===== src/rtl/sio_cfg_pkg.sv =====
package sio_cfg_pkg;
    typedef enum logic [0:0] {
        ST_RUN = 1'b0,
        ST_CFG = 1'b1
    } key_state_e;

    localparam logic [7:0] KEY_ENTER  = 8'h55;
    localparam logic [7:0] KEY_EXIT   = 8'hAA;

    localparam logic [7:0] IDX_LDN     = 8'h07;
    localparam logic [7:0] IDX_CHIP_ID = 8'h20;
    localparam logic [7:0] IDX_CHIP_RV = 8'h21;
    localparam logic [7:0] IDX_ENABLE  = 8'h30;
    localparam logic [7:0] IDX_PRI_HI  = 8'h60;
    localparam logic [7:0] IDX_PRI_LO  = 8'h61;
    localparam logic [7:0] IDX_SEC_HI  = 8'h62;
    localparam logic [7:0] IDX_SEC_LO  = 8'h63;
    localparam logic [7:0] IDX_IRQ_PRI = 8'h70;
    localparam logic [7:0] IDX_IRQ_SEC = 8'h72;
    localparam logic [7:0] IDX_DEC0    = 8'hF0;
    localparam logic [7:0] IDX_DEC1    = 8'hF1;

    localparam logic [7:0] CHIP_ID_VAL = 8'h30;
    localparam logic [7:0] CHIP_RV_VAL = 8'h01;
endpackage


===== src/rtl/sio_key_fsm.sv =====
module sio_key_fsm
    import sio_cfg_pkg::*;
(
    input  logic       clk,
    input  logic       rst_n,
    input  logic       key_wr_i,
    input  logic [7:0] key_data_i,
    output logic       cfg_mode_o,
    output logic       idx_load_o
);
    key_state_e state_q, state_d;

    always_comb begin
        state_d = state_q;
        unique case (state_q)
            ST_RUN: if (key_wr_i && key_data_i == KEY_ENTER) state_d = ST_CFG;
            ST_CFG: if (key_wr_i && key_data_i == KEY_EXIT)  state_d = ST_RUN;
            default: state_d = ST_RUN;
        endcase
    end

    always_ff @(posedge clk or negedge rst_n) begin
        if (!rst_n) state_q <= ST_RUN;
        else        state_q <= state_d;
    end

    always_comb begin
        cfg_mode_o = 1'b0;
        idx_load_o = 1'b0;
        unique case (state_q)
            ST_RUN: begin
                cfg_mode_o = 1'b0;
                idx_load_o = 1'b0;
            end
            ST_CFG: begin
                cfg_mode_o = 1'b1;
                idx_load_o = key_wr_i && (key_data_i != KEY_EXIT);
            end
            default: begin
                cfg_mode_o = 1'b0;
                idx_load_o = 1'b0;
            end
        endcase
    end

    AST_KEY_ENTER: assert property (@(posedge clk) disable iff (!rst_n)
        (!cfg_mode_o && key_wr_i && key_data_i == KEY_ENTER) |=> cfg_mode_o);
    AST_KEY_EXIT: assert property (@(posedge clk) disable iff (!rst_n)
        (cfg_mode_o && key_wr_i && key_data_i == KEY_EXIT) |=> !cfg_mode_o);
    AST_RUN_LOCKED: assert property (@(posedge clk) disable iff (!rst_n)
        (!cfg_mode_o && !(key_wr_i && key_data_i == KEY_ENTER)) |=> !cfg_mode_o);
endmodule


===== src/rtl/sio_dev_bank.sv =====
module sio_dev_bank
    import sio_cfg_pkg::*;
#(
    parameter int NUM_DEV = 9
) (
    input  logic                   clk,
    input  logic                   rst_n,
    input  logic                   wr_en_i,
    input  logic [7:0]             ldn_i,
    input  logic [7:0]             idx_i,
    input  logic [7:0]             wdata_i,
    output logic                   rd_hit_o,
    output logic [7:0]             rd_data_o,
    output logic [NUM_DEV-1:0]     enable_o,
    output logic [NUM_DEV*16-1:0]  base_pri_o,
    output logic [NUM_DEV*16-1:0]  base_sec_o,
    output logic [NUM_DEV*8-1:0]   irq_pri_o,
    output logic [NUM_DEV*8-1:0]   irq_sec_o
);
    logic        en_q   [NUM_DEV];
    logic [15:0] pri_q  [NUM_DEV];
    logic [15:0] sec_q  [NUM_DEV];
    logic [7:0]  ipri_q [NUM_DEV];
    logic [7:0]  isec_q [NUM_DEV];
    logic [7:0]  dec0_q [NUM_DEV];
    logic [7:0]  dec1_q [NUM_DEV];

    for (genvar d = 0; d < NUM_DEV; d++) begin : g_dev
        logic sel;
        assign sel = wr_en_i && (ldn_i == 8'(d));

        always_ff @(posedge clk or negedge rst_n) begin
            if (!rst_n) begin
                en_q[d]   <= 1'b0;
                pri_q[d]  <= '0;
                sec_q[d]  <= '0;
                ipri_q[d] <= '0;
                isec_q[d] <= '0;
                dec0_q[d] <= '0;
                dec1_q[d] <= '0;
            end else if (sel) begin
                unique case (idx_i)
                    IDX_ENABLE:  en_q[d]         <= wdata_i[0];
                    IDX_PRI_HI:  pri_q[d][15:8]  <= wdata_i;
                    IDX_PRI_LO:  pri_q[d][7:0]   <= wdata_i;
                    IDX_SEC_HI:  sec_q[d][15:8]  <= wdata_i;
                    IDX_SEC_LO:  sec_q[d][7:0]   <= wdata_i;
                    IDX_IRQ_PRI: ipri_q[d]       <= wdata_i;
                    IDX_IRQ_SEC: isec_q[d]       <= wdata_i;
                    IDX_DEC0:    dec0_q[d]       <= wdata_i;
                    IDX_DEC1:    dec1_q[d]       <= wdata_i;
                    default: ;
                endcase
            end
        end

        assign enable_o[d]             = en_q[d];
        assign base_pri_o[d*16 +: 16]  = pri_q[d];
        assign base_sec_o[d*16 +: 16]  = sec_q[d];
        assign irq_pri_o[d*8 +: 8]     = ipri_q[d];
        assign irq_sec_o[d*8 +: 8]     = isec_q[d];

        AST_ENABLE_WRITE: assert property (@(posedge clk) disable iff (!rst_n)
            (sel && idx_i == IDX_ENABLE) |=> (enable_o[d] == $past(wdata_i[0])));
        AST_PRI_LO_WRITE: assert property (@(posedge clk) disable iff (!rst_n)
            (sel && idx_i == IDX_PRI_LO) |=> (base_pri_o[d*16 +: 8] == $past(wdata_i)));
    end

    always_comb begin
        rd_hit_o  = 1'b0;
        rd_data_o = 8'h00;
        for (int d = 0; d < NUM_DEV; d++) begin
            if (ldn_i == 8'(d)) begin
                rd_hit_o = 1'b1;
                unique case (idx_i)
                    IDX_ENABLE:  rd_data_o = {7'b0, en_q[d]};
                    IDX_PRI_HI:  rd_data_o = pri_q[d][15:8];
                    IDX_PRI_LO:  rd_data_o = pri_q[d][7:0];
                    IDX_SEC_HI:  rd_data_o = sec_q[d][15:8];
                    IDX_SEC_LO:  rd_data_o = sec_q[d][7:0];
                    IDX_IRQ_PRI: rd_data_o = ipri_q[d];
                    IDX_IRQ_SEC: rd_data_o = isec_q[d];
                    IDX_DEC0:    rd_data_o = dec0_q[d];
                    IDX_DEC1:    rd_data_o = dec1_q[d];
                    default:     rd_hit_o  = 1'b0;
                endcase
            end
        end
    end

    AST_BANK_HOLD: assert property (@(posedge clk) disable iff (!rst_n)
        !wr_en_i |=> ($stable(enable_o) && $stable(base_pri_o) && $stable(base_sec_o)
                      && $stable(irq_pri_o) && $stable(irq_sec_o)));
endmodule


===== src/rtl/sio_aux_bank.sv =====
module sio_aux_bank #(
    parameter int         GPIO_COUNT = 48,
    parameter logic [7:0] GPIO_FIRST = 8'hC0,
    parameter logic [7:0] AUX_LDN    = 8'd8
) (
    input  logic       clk,
    input  logic       rst_n,
    input  logic       wr_en_i,
    input  logic [7:0] ldn_i,
    input  logic [7:0] idx_i,
    input  logic [7:0] wdata_i,
    output logic       rd_hit_o,
    output logic [7:0] rd_data_o
);
    localparam int OFS_W = (GPIO_COUNT > 1) ? $clog2(GPIO_COUNT) : 1;
    localparam logic [8:0] LIMIT = 9'(GPIO_FIRST) + 9'(GPIO_COUNT);

    logic [4:0]       gpio_q [GPIO_COUNT];
    logic             in_bank;
    logic [7:0]       rel;
    logic [OFS_W-1:0] ofs;

    assign in_bank = (ldn_i == AUX_LDN) && (idx_i >= GPIO_FIRST)
                     && ({1'b0, idx_i} < LIMIT);
    assign rel     = idx_i - GPIO_FIRST;
    assign ofs     = rel[OFS_W-1:0];

    for (genvar g = 0; g < GPIO_COUNT; g++) begin : g_gpio
        always_ff @(posedge clk or negedge rst_n) begin
            if (!rst_n)
                gpio_q[g] <= '0;
            else if (wr_en_i && in_bank && ofs == OFS_W'(g))
                gpio_q[g] <= wdata_i[4:0];
        end
    end

    always_comb begin
        rd_hit_o  = in_bank;
        rd_data_o = in_bank ? {3'b000, gpio_q[ofs]} : 8'h00;
    end

    AST_GPIO_UPPER_ZERO: assert property (@(posedge clk) disable iff (!rst_n)
        rd_hit_o |-> (rd_data_o[7:5] == 3'b000));
endmodule


===== src/rtl/sio_cfg_unit.sv =====
module sio_cfg_unit
    import sio_cfg_pkg::*;
#(
    parameter int          NUM_DEV    = 9,
    parameter logic [15:0] KEY_PORT   = 16'h03F0,
    parameter logic [7:0]  AUX_LDN    = 8'd8,
    parameter logic [7:0]  GPIO_FIRST = 8'hC0,
    parameter int          GPIO_COUNT = 48
) (
    input  logic                   clk,
    input  logic                   rst_n,
    input  logic [15:0]            bus_addr,
    input  logic                   bus_wr,
    input  logic                   bus_rd,
    input  logic [7:0]             bus_wdata,
    output logic [7:0]             bus_rdata,
    output logic                   cfg_active,
    output logic [NUM_DEV-1:0]     dev_enable,
    output logic [NUM_DEV*16-1:0]  dev_base_pri,
    output logic [NUM_DEV*16-1:0]  dev_base_sec,
    output logic [NUM_DEV*8-1:0]   dev_irq_pri,
    output logic [NUM_DEV*8-1:0]   dev_irq_sec
);
    localparam logic [15:0] DATA_PORT = KEY_PORT + 16'd1;

    logic       at_key, at_data;
    logic       key_wr, idx_load, data_wr;
    logic [7:0] index_q, ldn_q;
    logic       dev_hit, aux_hit;
    logic [7:0] dev_rdata, aux_rdata;

    assign at_key  = (bus_addr == KEY_PORT);
    assign at_data = (bus_addr == DATA_PORT);
    assign key_wr  = bus_wr && at_key;
    assign data_wr = cfg_active && bus_wr && at_data;

    sio_key_fsm i_key_fsm (
        .clk        (clk),
        .rst_n      (rst_n),
        .key_wr_i   (key_wr),
        .key_data_i (bus_wdata),
        .cfg_mode_o (cfg_active),
        .idx_load_o (idx_load)
    );

    always_ff @(posedge clk or negedge rst_n) begin
        if (!rst_n) begin
            index_q <= '0;
            ldn_q   <= '0;
        end else begin
            if (idx_load)                        index_q <= bus_wdata;
            if (data_wr && index_q == IDX_LDN)   ldn_q   <= bus_wdata;
        end
    end

    sio_dev_bank #(.NUM_DEV(NUM_DEV)) i_dev_bank (
        .clk        (clk),
        .rst_n      (rst_n),
        .wr_en_i    (data_wr),
        .ldn_i      (ldn_q),
        .idx_i      (index_q),
        .wdata_i    (bus_wdata),
        .rd_hit_o   (dev_hit),
        .rd_data_o  (dev_rdata),
        .enable_o   (dev_enable),
        .base_pri_o (dev_base_pri),
        .base_sec_o (dev_base_sec),
        .irq_pri_o  (dev_irq_pri),
        .irq_sec_o  (dev_irq_sec)
    );

    sio_aux_bank #(
        .GPIO_COUNT (GPIO_COUNT),
        .GPIO_FIRST (GPIO_FIRST),
        .AUX_LDN    (AUX_LDN)
    ) i_aux_bank (
        .clk       (clk),
        .rst_n     (rst_n),
        .wr_en_i   (data_wr),
        .ldn_i     (ldn_q),
        .idx_i     (index_q),
        .wdata_i   (bus_wdata),
        .rd_hit_o  (aux_hit),
        .rd_data_o (aux_rdata)
    );

    always_comb begin
        bus_rdata = 8'h00;
        if (bus_rd && (at_key || at_data)) begin
            if (!cfg_active)       bus_rdata = 8'hFF;
            else if (at_key)       bus_rdata = index_q;
            else begin
                unique case (index_q)
                    IDX_LDN:     bus_rdata = ldn_q;
                    IDX_CHIP_ID: bus_rdata = CHIP_ID_VAL;
                    IDX_CHIP_RV: bus_rdata = CHIP_RV_VAL;
                    default: begin
                        if (dev_hit)      bus_rdata = dev_rdata;
                        else if (aux_hit) bus_rdata = aux_rdata;
                        else              bus_rdata = 8'h00;
                    end
                endcase
            end
        end
    end

    AST_LDN_LOCKED: assert property (@(posedge clk) disable iff (!rst_n)
        !cfg_active |=> $stable(ldn_q));
    AST_INDEX_LOCKED: assert property (@(posedge clk) disable iff (!rst_n)
        !cfg_active |=> $stable(index_q));
    AST_EXIT_KEEPS_INDEX: assert property (@(posedge clk) disable iff (!rst_n)
        (cfg_active && key_wr && bus_wdata == KEY_EXIT) |=> $stable(index_q));
    AST_LDN_WRITE: assert property (@(posedge clk) disable iff (!rst_n)
        (data_wr && index_q == IDX_LDN) |=> (ldn_q == $past(bus_wdata)));
endmodule


===== config.mk =====
export PLATFORM = sky130hd
export DESIGN_NAME = sio_cfg_unit
export DESIGN_NICKNAME = d
export VERILOG_FILES = /design/src/rtl/sio_cfg_pkg.sv /design/src/rtl/sio_key_fsm.sv /design/src/rtl/sio_dev_bank.sv /design/src/rtl/sio_aux_bank.sv /design/src/rtl/sio_cfg_unit.sv
export SDC_FILE = /design/constraint.sdc
export NUM_CORES = 1
export LEC_CHECK = 0
export BUFFER_PORTS_ARGS = -buffer_cell sky130_fd_sc_hd__buf_2
export CELL_PAD_IN_SITES_DETAIL_PLACEMENT = 1
export CELL_PAD_IN_SITES_GLOBAL_PLACEMENT = 1
export CORE_MARGIN = 3
export CORE_UTILIZATION = 40
export DETAILED_ROUTE_END_ITERATION = 8
export GPL_ROUTABILITY_DRIVEN = 0
export MAX_ROUTING_LAYER = met4
export PLACE_DENSITY_LB_ADDON = 0.1
export SYNTH_ARGS = -nofsm -noshare
export SYNTH_HDL_FRONTEND = slang
export SYNTH_HIERARCHICAL = 1
export SYNTH_SLANG_ARGS = --single-unit

===== constraint.sdc =====
create_clock -name clk -period 5.1 [get_ports clk]
set_input_delay 0.765 -clock clk [delete_from_list [all_inputs] [get_ports clk]]
set_output_delay 0.765 -clock clk [all_outputs]
set_load 0.005 [all_outputs]

# Word level (Yosys, flattened, before mapping)
# Index checks and enable logic that the tools add are counted.
[word_totals] regBits=842 latchBits=0 ramBits=0 romBits=0 in_bits=28 output_inout_bits=450 wordCells=405 n_memories=0
[classes] n_addsub=1 n_mul=0 div_mod_pow=0 order_cmp=3 eq_ne=72 shifts=0 n_mux=42 bitwise_logic=2 n_reduce_logical=153
[op_table] cell="one-hot mux 8 bit (9 select lines)" count=9
[op_table] cell="AND reduction 2 bit" count=81
[op_table] cell="2-to-1 mux 8 bit" count=13
[op_table] cell="equality test 6 x 5 -> 1 bit (second input constant)" count=16
[op_table] cell="equality test 6 bit (second input constant)" count=16
[op_table] cell="logical AND 1 bit" count=68
[op_table] cell="equality test 8 x 7 -> 1 bit (second input constant)" count=7
[op_table] cell="equality test 6 x 4 -> 1 bit (second input constant)" count=8
[op_table] cell="equality test 8 x 3 -> 1 bit (second input constant)" count=5
[op_table] cell="equality test 16 x 10 -> 1 bit (second input constant)" count=2
[op_table] cell="binary-select mux 5 bit (select 6 bit)" count=1
[op_table] cell="equality test 6 x 3 -> 1 bit (second input constant)" count=4
[op_table] cell="equality test 8 x 6 -> 1 bit (second input constant)" count=3
[op_table] cell="equality test 8 bit (second input constant)" count=3
[op_table] cell="one-hot mux 8 bit (3 select lines)" count=1
[op_table] cell="equality test 8 x 2 -> 1 bit (second input constant)" count=2
[op_table] cell="2-to-1 mux 5 bit" count=3
[op_table] cell="equality test 6 x 2 -> 1 bit (second input constant)" count=2
[op_table] cell="2-to-1 mux 1 bit" count=12
[op_table] cell="OR reduction 9 bit" count=1
[op_table] cell="equality test 8 x 1 -> 1 bit (second input constant)" count=1
[op_table] cell="equality test 8 x 4 -> 1 bit (second input constant)" count=1
[op_table] cell="greater-or-equal comparator 8 bit (second input constant)" count=1
[op_table] cell="logical NOT 8 bit" count=1
[op_table] cell="10 further kinds" count=12

# Longest topological paths before layout
# Gate-level depths: netlist (run 1).
[logic_depth] ltp_word=24 ltp_mapped=18 mapped_depth_nobuf=13

# Cells and area by module
# Netlist (run 1), hierarchy kept.
[by_module_without_submodules] mod="sio_dev_bank" instances=1 cells_per_inst=1959 area_each_um2=26420.3 seq_area_each_um2=14639.0
[by_module_without_submodules] mod="sio_aux_bank" instances=1 cells_per_inst=745 area_each_um2=11446.0 seq_area_each_um2=6005.8
[by_module_without_submodules] mod="sio_cfg_unit" instances=1 cells_per_inst=105 area_each_um2=1029.7 seq_area_each_um2=400.4
[by_module_without_submodules] mod="sio_key_fsm" instances=1 cells_per_inst=11 area_each_um2=106.4 seq_area_each_um2=25.0

# Worst setup path after synthesis (run 1)
# OpenSTA, ideal clock, no wires.
[synth_timing] path_type="register to output" start="reg index_q[1]" end="out bus_rdata[5]" arrival_ns=2.961 required_time_ns=4.335 setup_slack_ns=1.374 path_stages_with_launch=14 n_path_buf=2 cell_sequence="dfrtp_1 -> buf_2 -> or3_1 -> a211oi_2 -> a31o_4 -> nand3_4 -> nor3_4 -> buf_4 -> o21ai_1 -> and4_1 -> o31ai_1 -> a22o_1 -> a22oi_1 -> a311oi_1"
[synth_via] elab_chain_len=24 word_cells_on_any_way=46
[synth_lines] item="start, declared" line_no="sio_cfg_unit.sv:28" source="logic [7:0] index_q, ldn_q;"
[synth_lines] item="start signal, assigned" line_no="sio_cfg_unit.sv:51" source="if (idx_load) index_q <= bus_wdata;"
[synth_lines] item="equality test 8 bit (tied with other cells)" line_no="sio_dev_bank.sv:75" source="unique case (idx_i)"
[synth_lines] item="one-hot mux 8 bit (9 select lines)" line_no="sio_dev_bank.sv:75"
[synth_lines] item="2-to-1 mux 8 bit" line_no="sio_dev_bank.sv:73" source="if (ldn_i == 8'(d)) begin"
[synth_lines] item="one-hot mux 8 bit (9 select lines)" line_no="sio_dev_bank.sv:75"
[synth_lines] item="2-to-1 mux 8 bit" line_no="sio_dev_bank.sv:73"
[synth_lines] item="one-hot mux 8 bit (9 select lines)" line_no="sio_dev_bank.sv:75"
[synth_lines] item="2-to-1 mux 8 bit" line_no="sio_dev_bank.sv:73"
[synth_lines] item="one-hot mux 8 bit (9 select lines)" line_no="sio_dev_bank.sv:75"
[synth_lines] item="[... 9 more ...]"
[synth_lines] item="one-hot mux 8 bit (9 select lines)" line_no="sio_dev_bank.sv:75"
[synth_lines] item="2-to-1 mux 8 bit *" line_no="sio_dev_bank.sv:73"
[synth_lines] item="via dev_rdata[5]" line_no="sio_cfg_unit.sv:30" source="logic [7:0] dev_rdata, aux_rdata;"
[synth_lines] item="2-to-1 mux 8 bit *" line_no="sio_cfg_unit.sv:98" source="if (dev_hit) bus_rdata = dev_rdata;"
[synth_lines] item="one-hot mux 8 bit (3 select lines) *" line_no="sio_cfg_unit.sv:93" source="unique case (index_q)"
[synth_lines] item="2-to-1 mux 8 bit *" line_no="sio_cfg_unit.sv:91" source="else if (at_key) bus_rdata = index_q;"
[synth_lines] item="2-to-1 mux 8 bit *" line_no="sio_cfg_unit.sv:90" source="if (!cfg_active) bus_rdata = 8'hFF;"
[synth_lines] item="2-to-1 mux 8 bit *" line_no="sio_cfg_unit.sv:89" source="if (bus_rd && (at_key || at_data)) begin"
[synth_lines] item="end, declared" line_no="sio_cfg_unit.sv:16" source="output logic [7:0] bus_rdata,"
# Mark *: on every way through the listed nets, which the timed path passes. The rest lies on a longest branch.

# Worst setup path after layout (run 1)
[layout_timing] start="reg index_q[6]" end="out bus_rdata[2]"
# Same word-level chain as after synthesis.

==> metrics.txt, run 1 <==
FF+latch count, synth=~840; clk_lat worst skew=about 0.68 ns; root buffer cell=clkbuf_16; synth top area cells=dfrtp_1 54%, mux2_2 23%, mux4_2 3.5%; most used cell, CP=buf_4; failing checks=negative setup slack; Worst setup SP type=flip-flop; top cell family by delay on the critical path=compound AO/OA/AOI/OAI gates; GRT Total Usage=a little under a third; Num CTS Buffers=94; IO buf count=477; Die Width=about 320 um; FMAX=approximately 190 MHz; Post-synth EDFFs=0; filler cell count=9617; crit-path max cell delay=roughly 0.45 ns; Crit path buffers/inverters=5; Final Instance Area=between 40000 and 50000 um2; Syn Area/Cell=about 14 um2; nets@finish=around 3400; Crit. End Element=output pin; final worst slack=-0.0963 ns; Initial DRC Count=2915; share of cells above drive strength 1=a little over half; largest net degree at the start of global routing=between 100 and 150; run status=finished, violations left; final worst-path cycle share=102%; switching share of power=approximately 22%; Die Y=between 300 and 400 um; drt total wl=approximately 150000 um; overall power=between 10 and 15 mW; post-place instance area=~43000 um2; Rel. slew slack=26.7%; # rows=113; part of the Yosys area used for sequential elements=a little over half; final worst path period need=~5.2 ns; cell taking the most area after synthesis=dfrtp_1; asr flop ratio synth=100%; initial antenna violation count=2; library cells used by synthesis=a little over 90; Clock Sinks=between 800 and 900; Crit-path slowest cell=dfrtp_2; combinational power share=under 10%; global-route wire length before repair=about 220000 um; starting density of the core=approximately 40%; Clock Skew=0.0285 ns; Least-Margin Pin Slew=~1.1 ns; TritonCTS clock tree=yes; static leakage=roughly 24 nW; number of H-tree branching levels=3; Max IR drop VDD=between 0.0002 and 0.00025 V; sequential power share=47.5%; final hold violations=0; Synth Instances=~2800; WP data required=between 4 and 5 ns; drt pass-1 iters=6; top-count cell post-synth=dfrtp_1; Final ANT Viol Nets=0; Finish-stage setup viols=3; RSZ-0062 raised after global routing=yes; Layout Cells excl Fill=4688; Worst Setup SP=index_q[6]$_DFFE_PN0P_; Mapped Area=between 30000 and 40000 um2; crit path max fanout=9; Power Density=roughly 300 nW/um2; Placed Cells=between 4000 and 5000; clock slew at reported path FFs=around 0.060 ns; total gr overflow=0; WP data arrival=approximately 4.4 ns; Core Area=between 90000 and 100000 um2; Pint=10.9 mW; vias in the first global route=about 30000; clk buf depth=3; Net Sw Power=between 3 and 4 mW; Commonest cells post-synth=842 x dfrtp_1, 789 x mux2_2, 121 x clkbuf_1, 120 x nand2_1, 95 x a22oi_1; Synth Flop Type=dfrtp_1; drt wl/cell=32.9 um; crit path cell chain=buf_4, nand4_1, nor2_4, buf_6, a222oi_1, a21oi_1, nor2_1, o21ai_2, a311oi_4, buf_4, o311ai_4, a22o_1, nand2_1, a311oi_2, buf_4, buf_2; top-area cell type share of the netlist area=54.0%; Avg Vias per Cell=between 6 and 7; Yosys warnings=6; drt drc=0; worst hold path type=in2async; Final Max Slew Viols=0; hold buffer count at CTS=0; die area=between 100000 and 150000 um2; dpl hpwl=107000 um; crit path kind=reg2out; Layout area overhead=21.8%; FF-to-FF Start=index_q[0]$_DFFE_PN0P_; I/O pins=478; max-cap viol count=0; Vias=approximately 29000; clock share of power=between 50 and 60%
-- worst register-to-register path: cells and delay by family, from the launching register on --
kind          cells  cell delay (ns)
simple gates      3             1.68
buf+inv           2             0.59
flops             1             0.48
mux               1             0.40
-- stage by stage --
step                util [%]  hold slack, ns  setup WS, ns  TNS (ns)
CTS                     49.3           0.199       -0.0362    -0.110
floorplan                  -           0.453          1.37         0
detailed placement      45.0           0.477       -0.0846   -0.0846
global placement        45.0           0.463       -0.0449   -0.0449
global route            49.5           0.233        -0.172    -0.874
finish                  49.5           0.172       -0.0963    -0.191
-- layer usage --
metal | vias to the layer above | track usage (%) | routed length [um]
met4 | 0 | 10.3 | 5760
met3 | 265 | 5.72 | 10300
met1 | 15533 | 39.8 | 64600
met2 | 1169 | 48.1 | 73700
li1 | 11795 | - | -
met5 | - | - | 0
-- kinds of logic (layout without fill, tap and decap cells) --
logic type / count (synthesis) / count (layout) / share of synthesized area [%]
and+or+nand+nor: 415 / 416 / 6.53
AOI/OAI and AO/OA: 412 / 412 / 8.32
DFF: 842 / 842 / 54.0
muxes: 924 / 924 / 28.4
buffers and inverters: 226 / 825 / 2.69
other: 1 / 4 / 0.00961
-- cell usage in the layout (no fill, tap or decap), types with 10 or more instances in the layout --
cell type and count:
dfrtp_1 834, mux2_2 789, buf_2 471, buf_4 137, nand2_1 111, clkbuf_16 98, a22oi_1 93, a222oi_1 79
mux4_2 61, nor2_1 59, a22o_1 52, nor2_2 52, mux2_1 49, nand3_1 37, a21oi_1 33, o21ai_0 25
clkbuf_8 25, nand2_2 23, a221oi_1 22, buf_12 21, mux2i_1 20, a31oi_1 20, clkbuf_1 17, nand4_1 16
nand3_4 11, buf_6 11, clkinv_2 10
-- power groups by stage --
stage | clock network (mW) | registers, mW | logic, mW
2_1_floorplan | 0 | 6.80 | 0.0782
3_3_place_gp | 0 | 6.80 | 0.311
4_1_cts | 7.19 | 6.68 | 0.322
3_5_place_dp | 0 | 6.80 | 0.321
6_report | 7.06 | 6.68 | 0.313
5_1_grt | 7.48 | 6.68 | 0.345
-- worst paths after layout --
path,slack (ns),endpoint,cells past startpoint
worst min-delay path,0.17,i_dev_bank/irq_sec_o[59]$_DFFE_PN0P_,1
max in group asynchronous,3.61,i_dev_bank/base_pri_o[11]$_DFFE_PN0P_,2
worst max register to register,1.84,i_aux_bank/gpio_q[50]$_DFFE_PN0P_,6
worst min register to register,0.48,i_aux_bank/gpio_q[78]$_DFFE_PN0P_,1
min in group clk,0.48,i_aux_bank/gpio_q[78]$_DFFE_PN0P_,1
worst max-delay path,-0.1,bus_rdata[2],16
-- flip-flops by register name (all words and copies together), names as in the netlist --
signal                 flops
i_dev_bank/enable_o        9
i_aux_bank/gpio_q        240
ldn_q                      8
index_q                    8
i_dev_bank/irq_pri_o      72
i_key_fsm/state_q          1
i_dev_bank/dec0_q         72
i_dev_bank/irq_sec_o      72
i_dev_bank/base_pri_o    144
i_dev_bank/base_sec_o    144
i_dev_bank/dec1_q         72
-- what timing repair did --
item | in CTS | in global routing
buffers inserted | 44 | 10
pin swaps | 46 | 32
cloned | 5 | 1
hold endpoints to repair | 0 | 0
resized for setup | 96 | 41
setup endpoints to repair | 8 | 8
-- final cells by class --
| type | instances | area [um2] | area share, % |
|---|---|---|---|
| Sequential cell | 842 | 21100 | 44.4 |
| Multi-Input combinational cell | 1755 | 17400 | 36.6 |
| Timing Repair Buffer | 652 | 4220 | 8.88 |
| Clock buffer | 139 | 2840 | 5.97 |
| Tap cell | 1265 | 1580 | 3.33 |
| Clock inverter | 26 | 357 | 0.751 |
| Inverter | 8 | 30.0 | 0.0632 |
| Antenna cell | 1 | 2.50 | 0.00527 |
No activity file was read; power rests on OpenSTA's default activity.
==> run 2: changes to the inputs <==
--- a/config.mk
+++ b/config.mk
@@ -8,7 +8,7 @@
 export BUFFER_PORTS_ARGS = -buffer_cell sky130_fd_sc_hd__buf_2
 export CELL_PAD_IN_SITES_DETAIL_PLACEMENT = 1
 export CELL_PAD_IN_SITES_GLOBAL_PLACEMENT = 1
-export CORE_MARGIN = 3
+export CORE_MARGIN = 5
 export CORE_UTILIZATION = 40
 export DETAILED_ROUTE_END_ITERATION = 8
 export GPL_ROUTABILITY_DRIVEN = 0
==> run 2 against run 1 <==
- the run still ends with negative setup slack left
- fmax is 0.21% higher
- utilization decreased by 0.072 points
- setup slack improved by 0.011 ns
- register-to-register slack is essentially flat
- via count up 0.46%
- worst hold slack lost 0.044 ns
- cell area increased by 0.74%
- clock skew up 0.016 ns
- cell count is 0.79% higher
- sequential cell count stayed put
- sequential share of layout area down 0.33 points
- first-iteration DRC count fell by 1.5%
- largest power group unchanged
==> metrics.txt, run 2 (synthesis results as in run 1) <==
WP data required=roughly 4.3 ns; clock slew at reported path FFs=roughly 0.060 ns; clk_lat worst skew=roughly 0.7 ns; Die Width=322 um; Num CTS Buffers=95; starting density of the core=between 40% and 50%; TritonCTS clock tree=yes; dpl hpwl=108000 um; Initial DRC Count=approximately 2900; Die Y=about 320 um; Net Sw Power=3.14 mW; Vias=a little under 30000; Avg Vias per Cell=a little over 6; die area=104000 um2; Clock Sinks=842; drt total wl=between 150000 and 200000 um; run status=finished, violations left; Worst setup SP type=flip-flop; Least-Margin Pin Slew=between 1 and 1.5 ns; crit path kind=reg2out; final worst-path cycle share=102%; switching share of power=a little over a fifth; final worst slack=-0.0855 ns; Crit. End Element=output pin; FMAX=slightly below 200 MHz; # rows=approximately 110; combinational power share=around 2.2%; setup TNS=-0.204 ns; filler cell count=between 9000 and 10000; initial antenna violation count=2; crit path max fanout=8; Max IR drop VDD=roughly 0.00024 V; Top reg by flops=i_aux_bank/gpio_q; most common cell after layout, fill and taps aside=dfrtp_1; max-cap viol count=0; Clock Skew=roughly 0.044 ns; drt drc=0; final worst path period need=slightly above 5 ns; total gr overflow=0; area of the multi-input gates=around 17000 um2; Power Density=~300 nW/um2; GRT Total Usage=29.9%; Largest register FFs=240; RSZ-0062 raised after global routing=yes; most frequent cells in the layout=834 x dfrtp_1, 789 x mux2_2, 470 x buf_2; r2r endpoint=i_dev_bank/dec1_q[58]$_DFFE_PN0P_; Final Instance Area=around 48000 um2; drt pass-1 iters=7; global-route wire length before repair=approximately 220000 um; Final ANT Viol Nets=0; Pint=11.2 mW; vias in the first global route=around 30000; post-place instance area=43200 um2; pre-CTS WS=about 0.1 ns; largest net degree at the start of global routing=around 120; drt wl/cell=between 30 and 40 um; worst hold path type=in2async; failing checks=negative setup slack; Final Max Slew Viols=0; FF-to-FF Start=index_q[2]$_DFFE_PN0P_; Layout area overhead=22.7%; FF+latch area=between 20000 and 25000 um2; hold buffer count at CTS=0; Worst Reg-to-Reg Cells=9; I/O pins=about 480; share of cells above drive strength 1=54.2%; FF-to-FF setup slack=between 1.5 and 2 ns; IO buf count=approximately 480; # diodes=0; nets@finish=3398; number of H-tree branching levels=3; clk buf depth=3; sequential power share=between 40% and 50%; Core Area=roughly 97000 um2; root buffer cell=clkbuf_16; clock share of power=between 50% and 60%; Finish-stage setup viols=3; WP data arrival=about 4.4 ns; utilization after layout=49.5%; static leakage=~24 nW; final hold violations=0; Rel. slew slack=between 10% and 20%
[run 2: per-stage QoR]
stage | total power [mW] | hold WS (ns) | instances
3_3_place_gp | 7.11 | 0.466 | 4484
3_5_place_dp | 7.12 | 0.474 | 4484
4_1_cts | 14.5 | 0.185 | 4689
5_1_grt | 14.7 | 0.180 | 4725
6_report | 14.3 | 0.129 | 4725
2_1_floorplan | 6.88 | 0.453 | 2822
[run 2: power groups by stage]
stage               Sequential, mW  Clock [mW]  Combinational, mW
finish                        6.68        7.31              0.311
global route                  6.68        7.72              0.345
CTS                           6.68        7.46              0.319
detailed placement            6.80           0              0.319
global placement              6.80           0              0.309
floorplan                     6.80           0             0.0782
[run 2: layout make-up]
cell class / count / area share, %
Sequential cell: 842 / 44.1
Multi-Input combinational cell: 1754 / 36.2
Timing Repair Buffer: 669 / 9.36
Clock buffer: 143 / 6.00
Tap cell: 1276 / 3.34
Clock inverter: 33 / 0.981
Inverter: 8 / 0.0628
[run 2: critical path, stage by stage (launching register included)]
cell and delay, ns:
dfrtp_2 0.44, buf_6 0.18, nand4_1 0.24, buf_4 0.24, nor2_4 0.39, buf_8 0.18, a222oi_1 0.10, a21oi_2 0.24
nor2_1 0.09, o21ai_2 0.21, a311oi_1 0.13, buf_4 0.18, o311ai_4 0.29, a22o_1 0.19, nand2_1 0.05, a311oi_1 0.29
buf_4 0.19, buf_2 0.12
[run 2: worst max path at each step]
| stage | start | end | slack (ns) | cells past startpoint |
|---|---|---|---|---|
| finish | index_q[6]$_DFFE_PN0P_ | bus_rdata[2] | -0.09 | 17 |
| global route | index_q[6]$_DFFE_PN0P_ | bus_rdata[3] | -0.15 | 16 |
| CTS | index_q[6]$_DFFE_PN0P_ | bus_rdata[2] | -0.01 | 18 |
| detailed placement | index_q[7]$_DFFE_PN0P_ | bus_rdata[4] | 0.10 | 14 |
| global placement | index_q[7]$_DFFE_PN0P_ | bus_rdata[4] | 0.19 | 14 |
| floorplan | index_q[1]$_DFFE_PN0P_ | bus_rdata[5] | 1.37 | 13 |
[run 2: layer usage]
metal	share of wire [%]	GRT usage, %	vias to the layer above
li1	-	-	11854
met1	42	39.3	15676
met4	2.9	7.84	0
met3	6.7	5.48	230
met2	49	48.3	1134
met5	0	-	-
[run 2: timing repair]
item,CTS,global route
endpoints found under the setup margin,8,8
cloned,1,5
resized for setup,79,56
buffers inserted,28,32
pin swaps,36,49
